## src/rtl/snoop_msi_ctrl.sv

```systemverilog
module snoop_msi_ctrl #(
  parameter int ADDR_W = 8,
  parameter int DATA_W = 16,
  parameter int LINES  = 4
) (
  input  logic               clk,
  input  logic               rst_n,
  input  logic               cpu_req,
  input  logic               cpu_we,
  input  logic [ADDR_W-1:0]  cpu_addr,
  input  logic [DATA_W-1:0]  cpu_wdata,
  output logic [DATA_W-1:0]  cpu_rdata,
  output logic               cpu_stall,
  output logic               bus_req,
  input  logic               bus_gnt,
  output logic [1:0]         bus_cmd,
  output logic [ADDR_W-1:0]  bus_addr,
  output logic [DATA_W-1:0]  bus_wdata,
  input  logic [DATA_W-1:0]  bus_rdata,
  input  logic [1:0]         snp_cmd,
  input  logic [ADDR_W-1:0]  snp_addr,
  output logic               snp_flush,
  output logic [DATA_W-1:0]  snp_data,
  output logic [2*LINES-1:0] line_state
);
  localparam int IDX_W = $clog2(LINES);
  localparam int TAG_W = ADDR_W - IDX_W;
  localparam logic [1:0] ST_I = 2'd0, ST_S = 2'd1, ST_E = 2'd2;
  localparam logic [1:0] CMD_NONE = 2'd0, CMD_RM = 2'd1, CMD_WM = 2'd2, CMD_WB = 2'd3;

  logic [1:0]        st_q  [LINES];
  logic [TAG_W-1:0]  tag_q [LINES];
  logic [DATA_W-1:0] dat_q [LINES];

  logic [IDX_W-1:0] c_idx, s_idx;
  logic [TAG_W-1:0] c_tag, s_tag;
  logic [1:0]       c_st, s_st, cmd_sel;
  logic             c_match, hit, conflict, cpu_done, need_wb, granted, snp_hit;

  assign c_idx    = cpu_addr[IDX_W-1:0];
  assign c_tag    = cpu_addr[ADDR_W-1:IDX_W];
  assign s_idx    = snp_addr[IDX_W-1:0];
  assign s_tag    = snp_addr[ADDR_W-1:IDX_W];
  assign c_st     = st_q[c_idx];
  assign s_st     = st_q[s_idx];
  assign c_match  = tag_q[c_idx] == c_tag;

  assign hit      = c_match && (cpu_we ? (c_st == ST_E) : (c_st != ST_I));
  assign conflict = (snp_cmd != CMD_NONE) && (s_idx == c_idx);
  assign cpu_done = cpu_req && hit && !conflict;
  assign cpu_stall = cpu_req && !cpu_done;
  assign cpu_rdata = dat_q[c_idx];

  assign bus_req  = cpu_req && !hit;
  assign granted  = bus_gnt && bus_req;
  assign need_wb  = (c_st == ST_E) && !c_match;
  assign cmd_sel  = need_wb ? CMD_WB : (cpu_we ? CMD_WM : CMD_RM);

  assign bus_cmd   = granted ? cmd_sel : CMD_NONE;
  assign bus_addr  = !granted ? '0 : (need_wb ? {tag_q[c_idx], c_idx} : cpu_addr);
  assign bus_wdata = (granted && need_wb) ? dat_q[c_idx] : '0;

  assign snp_hit   = ((snp_cmd == CMD_RM) || (snp_cmd == CMD_WM)) &&
                     (tag_q[s_idx] == s_tag) && (s_st != ST_I);
  assign snp_flush = snp_hit && (s_st == ST_E);
  assign snp_data  = snp_flush ? dat_q[s_idx] : '0;

  for (genvar g = 0; g < LINES; g++) begin : g_state
    assign line_state[2*g +: 2] = st_q[g];
  end

  always_ff @(posedge clk or negedge rst_n) begin
    if (!rst_n) begin
      for (int i = 0; i < LINES; i++) begin
        st_q[i]  <= ST_I;
        tag_q[i] <= '0;
        dat_q[i] <= '0;
      end
    end else begin
      for (int i = 0; i < LINES; i++) begin
        if (snp_hit && s_idx == IDX_W'(i)) begin
          st_q[i] <= (snp_cmd == CMD_RM) ? ST_S : ST_I;
        end else if (granted && c_idx == IDX_W'(i)) begin
          unique case (cmd_sel)
            CMD_WB: st_q[i] <= ST_S;
            CMD_RM: begin
              st_q[i]  <= ST_S;
              tag_q[i] <= c_tag;
              dat_q[i] <= bus_rdata;
            end
            default: begin
              st_q[i]  <= ST_E;
              tag_q[i] <= c_tag;
              dat_q[i] <= cpu_wdata;
            end
          endcase
        end else if (cpu_done && cpu_we && c_idx == IDX_W'(i)) begin
          dat_q[i] <= cpu_wdata;
        end
      end
    end
  end

  AST_RESET_ALL_INVALID: assert property (@(posedge clk) $rose(rst_n) |-> line_state == '0);
  AST_HIT_NO_BUS: assert property (@(posedge clk) disable iff (!rst_n)
    cpu_req && !cpu_stall |-> !bus_req && !bus_gnt || !bus_req);
  AST_READ_FILL_SHARED: assert property (@(posedge clk) disable iff (!rst_n)
    bus_cmd == CMD_RM |=> st_q[$past(c_idx)] == ST_S);
  AST_WRITE_MISS_OWNS: assert property (@(posedge clk) disable iff (!rst_n)
    bus_cmd == CMD_WM |=> st_q[$past(c_idx)] == ST_E);
  AST_FLUSH_DOWNGRADES: assert property (@(posedge clk) disable iff (!rst_n)
    snp_flush |=> st_q[$past(s_idx)] != ST_E);
  AST_WM_INVALIDATES: assert property (@(posedge clk) disable iff (!rst_n)
    snp_cmd == CMD_WM && snp_hit |=> st_q[$past(s_idx)] == ST_I);
  AST_NO_MISS_OVER_DIRTY: assert property (@(posedge clk) disable iff (!rst_n)
    (bus_cmd == CMD_RM || bus_cmd == CMD_WM) |-> st_q[c_idx] != ST_E);
  AST_SNOOP_FIRST: assert property (@(posedge clk) disable iff (!rst_n)
    cpu_req && snp_cmd != CMD_NONE && s_idx == c_idx |-> cpu_stall);
endmodule

```

## config.mk

```make
export PLATFORM = sky130hd
export DESIGN_NAME = snoop_msi_ctrl
export DESIGN_NICKNAME = d
export VERILOG_FILES = /design/src/rtl/snoop_msi_ctrl.sv
export SDC_FILE = /design/constraint.sdc
export NUM_CORES = 1
export LEC_CHECK = 0
export ABC_AREA = 0
export BUFFER_PORTS_ARGS = -buffer_cell sky130_fd_sc_hd__buf_2
export CAP_MARGIN = 20
export CORE_UTILIZATION = 51
export DETAILED_ROUTE_END_ITERATION = 12
export PLACE_DENSITY = 0.78
export SLEW_MARGIN = 10
export SYNTH_ARGS = -nofsm -noshare
export SYNTH_HDL_FRONTEND = slang
export SYNTH_SLANG_ARGS = --single-unit
```

## constraint.sdc

```tcl
create_clock -name clk -period 3.32 [get_ports clk]
set_input_delay 0.498 -clock clk [delete_from_list [all_inputs] [get_ports clk]]
set_output_delay 0.498 -clock clk [all_outputs]
set_load 0.005 [all_outputs]
```

==> metrics.txt, run 1 <==
outcome finished, final reports clean; global-route wire length before repair 30.73 mm; starting DRC count in detailed routing 720; CTS Buf Count 9; critical path peak fanout 8; slew at the pin closest to its max-slew limit 0.6102 ns; Antenna Cells 0; top-count cell post-synth dfrtp_1; Post-synth EDFFs 0; die span in x 115.2 µm; Post-CTS Hold Buffers 0; post-synth cell types 39; Final min period 3.245 ns; Area after DPL 0.007714 mm²; Avg Inst Size Synth 11.15 µm²; largest net degree at the start of global routing 48; pwr/cell area 565.8 mW/mm²; Slew HR 0.5932; synth top area cells dfrtp_1 37%, mux4_2 17%, mux2_2 14%; CP Data Arrival Time 2.75 ns; commonest register cell after synthesis dfrtp_1; Rows 40; leading area contributor after synthesis dfrtp_1; vias per cell 6.315; Clock Tree Buf Depth 2; post-synth net total 643; CTS root buffer clkbuf_16; Yosys Warn Count 0; reg2reg end dat_q[31]; clk sinks 96; GRT overflow 0; cells after synthesis 586; share of layout cells above drive strength 1 0.4650; LEAKAGE 0.003421 µW; die area 0.01327 mm²; Fin. Hold Viols 0; H-tree depth 3; initial core utilization 0.5329; capture point of the worst path bus_wdata[4]; RSZ-0062 raised after global routing no; number of remaining DRC errors 0; per-cell routed wire length 21.65 µm; Routed WL 19.70 mm; Final Max Tran Viols 0; # IOs 124; Tcrit/Tclk final 0.9775; Skew-Pair Late Insertion Delay 0.35 ns; worst path required time 2.82 ns; Die Ht 115.2 µm; via count 5747; top cells by count, synth 96 x dfrtp_1, 80 x mux2_2, 74 x nor2_1, 64 x a31oi_1, 48 x mux4_2; maximum clock frequency 0.3081 GHz; Post-DRT Antenna Nets 0; Final Util 0.6598; crit path from tag_q[2]; Post-synth ARST share 1.000; Worst Reg2Reg Path Length in Cells 11; power consumption 4577 µW; Final setup viols 0; DRT Pass-1 Iters 5; R2R Setup Slk 0.36 ns; CORE AREA 0.01226 mm²; area grow syn2layout 23.82%; Final Skew 0.008858 ns; Post-Syn Area 0.006534 mm²; number of global-route vias before repair 5759; maximum vdd drop 279.9 µV; Clock transition at path regs 0.06 ns; register area share after synthesis 0.3677; post-layout net count 795; Hold Path Class in2async; CTS tree built; initial antenna violation count 0; post-synthesis sequential element count 96; GRT Total Usage 0.3075; dpl hpwl 13.57 mm; Worst setup EP type output pin; area share of the largest cell type after synthesis 0.3677; reg2reg start tag_q[2]; MaxCap Viol Count 0; worst hold slack 0.1647 ns; # port buffers 123; crit start category register; GPL Wtd Cong 0.8873; Crit Path Class reg2out; design area 0.008090 mm²
## layer usage
metal	wire length, µm	up-vias	global-route usage
met5	0	-	0
met2	9942	346	0.5000
met4	496	0	0.1385
met3	1606	47	0.04481
li1	-	2495	-
met1	7657	2859	0.4114
## worst min-delay path by stage
stage               startpoint        end  slack, ns  depth (start not counted)
floorplan                rst_n   dat_q[0]       0.20                          0
global placement      tag_q[9]   tag_q[9]       0.48                          1
detailed placement   dat_q[15]  dat_q[15]       0.50                          1
CTS                      rst_n   tag_q[4]       0.18                          1
global route             rst_n   tag_q[4]       0.21                          1
finish                   rst_n   tag_q[4]       0.16                          1
## final cells by class
class | count | area, µm²
clock buffers | 10 | 229.0
clock inverters | 5 | 57.56
fillers | 889 | 4172
inverters | 6 | 22.52
multi-input cells | 440 | 3950
flip-flops and latches | 96 | 2402
well taps | 168 | 210.2
repair buffers | 185 | 1219
## logic make-up (layout without fill, tap and decap cells)
logic type / after synthesis / in the layout / synth area share
mux: 136 / 136 / 0.3171
xor+xnor: 14 / 14 / 0.01877
simple gates: 178 / 178 / 0.1469
buf+inv: 50 / 206 / 0.03562
flops: 96 / 96 / 0.3677
fa+ha+maj: 2 / 2 / 0.003829
compound gates: 110 / 110 / 0.1101
## flip-flops by register name, summed over array words and instances (netlist names)
register,count
tag_q,24
line_state,8
dat_q,64
## worst max-delay path, stage by stage (launching register included)
cell and delay, ns:
dfrtp_1 0.40, mux4_2 0.53, xor2_2 0.18, nor4_4 0.34, buf_4 0.20, buf_6 0.15, a21oi_4 0.09, nand3_2 0.15
clkbuf_16 0.19, nor2b_1 0.05, buf_2 0.12
## through the flow
stage	setup slack (ns)	TNS (ns)	std cells
after floorplan	-0.004601	-0.1600	586
after global placement	-0.04942	-0.4350	892
final	0.07472	0	910
after CTS	0.03869	0	907
after global routing	0.01989	0	910
after detailed placement	-0.1515	-4.203	892
## power breakdown
group	total, µW	leakage, µW	internal, µW	switching (µW)
Sequential	1870	0.00114	1560	314
Combinational	1670	0.00214	956	710
Clock	1040	0.000143	582	458
Total	4580	0.00342	3100	1480
## what timing repair did
action	in CTS	in global routing
endpoints found under the hold margin	0	0
cloned	0	1
pin swaps	0	2
buffers inserted	0	2
endpoints found under the setup margin	26	21
gates resized for setup	3	9
## placed cells by master (no fill, tap or decap), types with 10 or more instances in the layout
master	count
mux2_2	80
nand2_1	23
o21ai_0	23
nor2b_1	33
mux4_2	48
clkbuf_16	10
a31oi_1	64
nand3b_1	17
nor2_1	74
a21oi_1	10
buf_4	52
buf_2	121
dfrtp_1	96
(Power assumes the default switching activity.)
==> run 2: changes to the inputs <==
- CORE_UTILIZATION: 51 -> 50
- PLACE_DENSITY: 0.78 -> 0.77
==> run 2 against run 1 <==
  * Setup slack improved by 0.018 ns
  * Fmax increased by 0.57%
  * Utilization decreased by 3.4 points
  * Register-to-register slack improved by 0.02 ns
  * Critical path depth unchanged
  * Clock skew increased by 0.0021 ns
  * Via count increased by 0.71%
==> metrics.txt, run 2 (synthesis gave the netlist of run 1 again) <==
outcome finished, final reports clean; register area 0.002402 mm²; Skew-Pair Late Insertion Delay 0.36 ns; area grow syn2layout 21.45%; area of the multi-input gates 0.003935 mm²; crit start category input pin; Final Max Tran Viols 0; reg2reg start tag_q[0]; global-route wire length before repair 30.20 mm; Total Neg Setup Slack 0 ns; GRT overflow 0; Setup WS post-layout 0.09315 ns; Clock Tree Buf Depth 2; R2R Setup Slk 0.38 ns; Final Skew 0.01100 ns; Hold Path Class in2async; delay-heaviest family, CP buffers and inverters; Fin. Hold Viols 0; clk sinks 96; Fill cells 979; number of remaining DRC errors 0; # port buffers 123; GPL Wtd Cong 0.8618; vias per cell 6.453; commonest non-fill, non-tap cell in the layout buf_2; Slew HR 0.5413; CP Data Arrival Time 2.73 ns; slowest cell delay on critical path 0.53 ns; initial antenna violation count 0; pwr/cell area 577.6 mW/mm²; worst path required time 2.82 ns; Final setup viols 0; dpl hpwl 13.55 mm; Cell Chain, Critical Path buf_4 -> buf_6 -> mux4_2 -> nor2b_1 -> o211a_1 -> nand2_1 -> nand3_1 -> buf_12 -> nor2b_1 -> buf_2; RSZ-0062 raised after global routing no; die area 0.01353 mm²; Clock transition at path regs 0.07 ns; starting DRC count in detailed routing 608; Reg with most FFs dat_q; # IOs 124; MaxCap Viol Count 0; Final min period 3.227 ns; Placed Cells incl. Taps 880; Crit Path Class in2out; number of global-route vias before repair 5793; die span in x 116.3 µm; most frequent cell on the critical path nor2b_1; power consumption 4583 µW; reg2reg end dat_q[23]; Die Ht 116.3 µm; non-filler cells, final 897; Post-CTS Hold Buffers 0; CTS tree built; Largest register FFs 64; critical path peak fanout 16; CP Buf/Inv Count 4; largest net degree at the start of global routing 54; Tcrit/Tclk final 0.9719; GRT Total Usage 0.3012; Rows 41; slew at the pin closest to its max-slew limit 0.6880 ns; Worst Reg2Reg Path Length in Cells 10; CTS root buffer clkbuf_16; Antenna Cells 0; H-tree depth 3; CORE AREA 0.01267 mm²; CTS Buf Count 9; Worst setup EP type output pin; share of layout cells above drive strength 1 0.4469; maximum vdd drop 300.0 µV; most frequent cells in the layout 121 x buf_2, 96 x dfrtp_1, 80 x mux2_2; DRT Pass-1 Iters 5; Post-DRT Antenna Nets 0; CP max-delay cell mux4_2; LEAKAGE 0.003345 µW; via count 5788; Routed WL 19.47 mm; post-layout net count 777; per-cell routed wire length 21.71 µm; initial core utilization 0.5157; pre-CTS setup slack -0.1096 ns; maximum clock frequency 0.3099 GHz
[run 2: metrics by stage]
step	utilization	instance area [µm²]	hold WS, ns
2_1_floorplan	-	6553	0.2024
3_3_place_gp	0.5999	7601	0.4843
3_5_place_dp	0.5999	7601	0.5018
4_1_cts	0.6254	7924	0.1965
5_1_grt	0.6262	7935	0.2492
6_report	0.6262	7935	0.1775
[run 2: how the worst max path moves through the flow]
| stage | from | endpoint | slack (ns) | depth (start not counted) |
|---|---|---|---|---|
| final | cpu_addr[0] | bus_wdata[7] | 0.09 | 10 |
| after global routing | cpu_addr[0] | bus_wdata[13] | 0.03 | 10 |
| after CTS | tag_q[0] | bus_addr[7] | 0.03 | 9 |
| after detailed placement | cpu_addr[0] | dat_q[40] | -0.11 | 10 |
| after global placement | cpu_addr[0] | tag_q[1] | -0.03 | 11 |
| after floorplan | cpu_addr[0] | dat_q[10] | -0.005 | 8 |
[run 2: power by group]
group	total, µW	internal (µW)	switching (µW)
clock network	1110	603	508
logic	1600	919	685
registers	1870	1560	311
total	4580	3080	1500
[run 2: metal layers]
layer,up-vias,GRT usage,part of all wire
li1,2468,-,-
met1,2887,0.3803,0.37
met2,367,0.5089,0.51
met3,66,0.04255,0.086
met4,0,0.1504,0.035
met5,-,0,0
[run 2: layout make-up]
class,instances,area share
Clock buffer,9,0.02838
Clock inverter,7,0.01120
Inverter,6,0.002838
Multi-Input combinational cell,440,0.4959
Sequential cell,96,0.3027
Tap cell,172,0.02712
Timing Repair Buffer,167,0.1318
[run 2: what timing repair did]
item,in CTS,in global routing
setup endpoints to repair,11,8
setup buffers,0,1
resized for setup,3,1
==> run 3: changes to the inputs <==
- CELL_PAD_IN_SITES_DETAIL_PLACEMENT: not set -> 2
- CELL_PAD_IN_SITES_GLOBAL_PLACEMENT: not set -> 2
- CORE_ASPECT_RATIO: not set -> 1.75
- CORE_UTILIZATION: 50 -> 33
- PLACE_DENSITY: 0.77 -> 0.76
==> run 3 against run 2 <==
  * Setup slack gained 0.019 ns
  * Total power rose by 2.5%
  * Global-route usage decreased by 4.7 points
  * Wire length is 28% higher
  * Clock-buffer cell count unchanged
  * Critical path depth shrank 1
  * Via count is essentially flat
  * Register-to-register slack worse by 0.09 ns
  * Sequential share of layout area decreased by 1.5 points
  * Largest cell class unchanged
==> metrics.txt, run 3 (synthesis gave the netlist of run 1 again) <==
outcome finished, final reports clean; design area 0.008352 mm²; Final min period 3.208 ns; H-tree depth 3; critical path peak fanout 6; LEAKAGE 0.003504 µW; initial core utilization 0.3389; DRT Pass-1 Iters 4; slew at the pin closest to its max-slew limit 0.7350 ns; # IOs 124; RSZ-0062 raised after global routing no; number of global-route vias before repair 6660; Tcrit/Tclk final 0.9662; Area after DPL 0.008003 mm²; most frequent cells in the layout 120 x buf_2, 96 x dfrtp_1, 80 x mux2_2; Placed Cells incl. Taps 981; Slew HR 0.5100; global-route wire length before repair 38.45 mm; Reg with most FFs dat_q; vias per cell 5.790; starting DRC count in detailed routing 193; GRT Total Usage 0.2544; CTS root buffer clkbuf_16; initial antenna violation count 1; CTS Buf Count 9; Fin. Hold Viols 0; CORE AREA 0.01928 mm²; Final Max Tran Viols 0; Final setup viols 0; Clock Tree Buf Depth 2; Hold Path Class in2async; number of remaining DRC errors 0; largest net degree at the start of global routing 56; Routed WL 24.88 mm; die area 0.02039 mm²; worst path required time 2.82 ns; MaxCap Viol Count 0; dpl hpwl 18.16 mm; GRT overflow 0; per-cell routed wire length 24.90 µm; Antenna Cells 0; Final Util 0.4332; Rows 67; Clock transition at path regs 0.08 ns; share of layout cells above drive strength 1 0.4736; GPL Wtd Cong 0.8594; area grow syn2layout 27.82%; clk sinks 96; commonest non-fill, non-tap cell in the layout buf_2; Fill cells 2019; maximum vdd drop 320.8 µV; # port buffers 123; Total Neg Setup Slack 0 ns; Final Skew 0.01030 ns; Skew-Pair Late Insertion Delay 0.36 ns; die span in x 108.4 µm; CP Data Arrival Time 2.71 ns; pwr/cell area 562.5 mW/mm²; Worst setup EP type output pin; Largest register FFs 64; Post-DRT Antenna Nets 0; CTS tree built; non-filler cells, final 999; via count 5784; post-layout net count 810; Crit Path Class reg2out; maximum clock frequency 0.3117 GHz; crit start category register; worst hold slack 0.1895 ns; Die Ht 188.1 µm
-- run 3: layer usage --
metal  up-vias  GRT usage  share of wire  wire [µm]
met5         -          0        0.00040         10
met4         2     0.1227          0.034        841
met3        49    0.02920          0.030        737
met2       157     0.4860           0.58      14450
met1      3050     0.2667           0.36       8843
li1       2526          -              -          -
-- run 3: report_power, final --
part           internal (µW)  switching [µW]  total [µW]
combinational            982             744        1730
clock                    534             550        1080
sequential              1550             334        1890
total                   3070            1630        4700
-- run 3: worst max-delay path: stages, from the launching register on --
cell,delay (ns)
dfrtp_1,0.41
mux4_2,0.50
xor2_1,0.19
nor4_4,0.36
buf_6,0.18
a21o_1,0.16
buf_4,0.16
nand2_1,0.05
a21oi_1,0.20
buf_2,0.15
-- run 3: final timing paths --
path,from,slack (ns),to,cells after the start
max,tag_q[8],0.11,bus_addr[4],9
min,rst_n,0.19,tag_q[3],1
max reg2reg,tag_q[4],0.29,tag_q[7],9
min reg2reg,dat_q[6],0.53,dat_q[6],1
max in group asynchronous,rst_n,2.28,dat_q[25],2
min in group clk,cpu_addr[7],0.45,tag_q[11],2
-- run 3: per-stage QoR --
stage | total power (µW) | setup WS [ns]
2_1_floorplan | 2879 | -0.004601
3_3_place_gp | 3462 | -0.08782
3_5_place_dp | 3605 | -0.1450
4_1_cts | 4722 | 0.08264
5_1_grt | 4932 | 0.004805
6_report | 4698 | 0.1121
-- run 3: repair_timing --
| item | CTS | global route |
|---|---|---|
| pin swaps | 0 | 2 |
| hold buffers | 0 | 0 |
| setup endpoints to repair | 30 | 20 |
| resized for setup | 4 | 4 |
| endpoints found under the hold margin | 0 | 0 |
| buffers inserted | 0 | 2 |
-- run 3: layout make-up --
cell class              instances  area (µm²)  area share
clock buffers                   9       225.2     0.02697
multi-input cells             440        3960      0.4742
clock inverters                 7       72.57    0.008689
repair buffers                200        1368      0.1637
well taps                     241       301.5     0.03610
inverters                       6       22.52    0.002697
flip-flops and latches         96        2402      0.2876
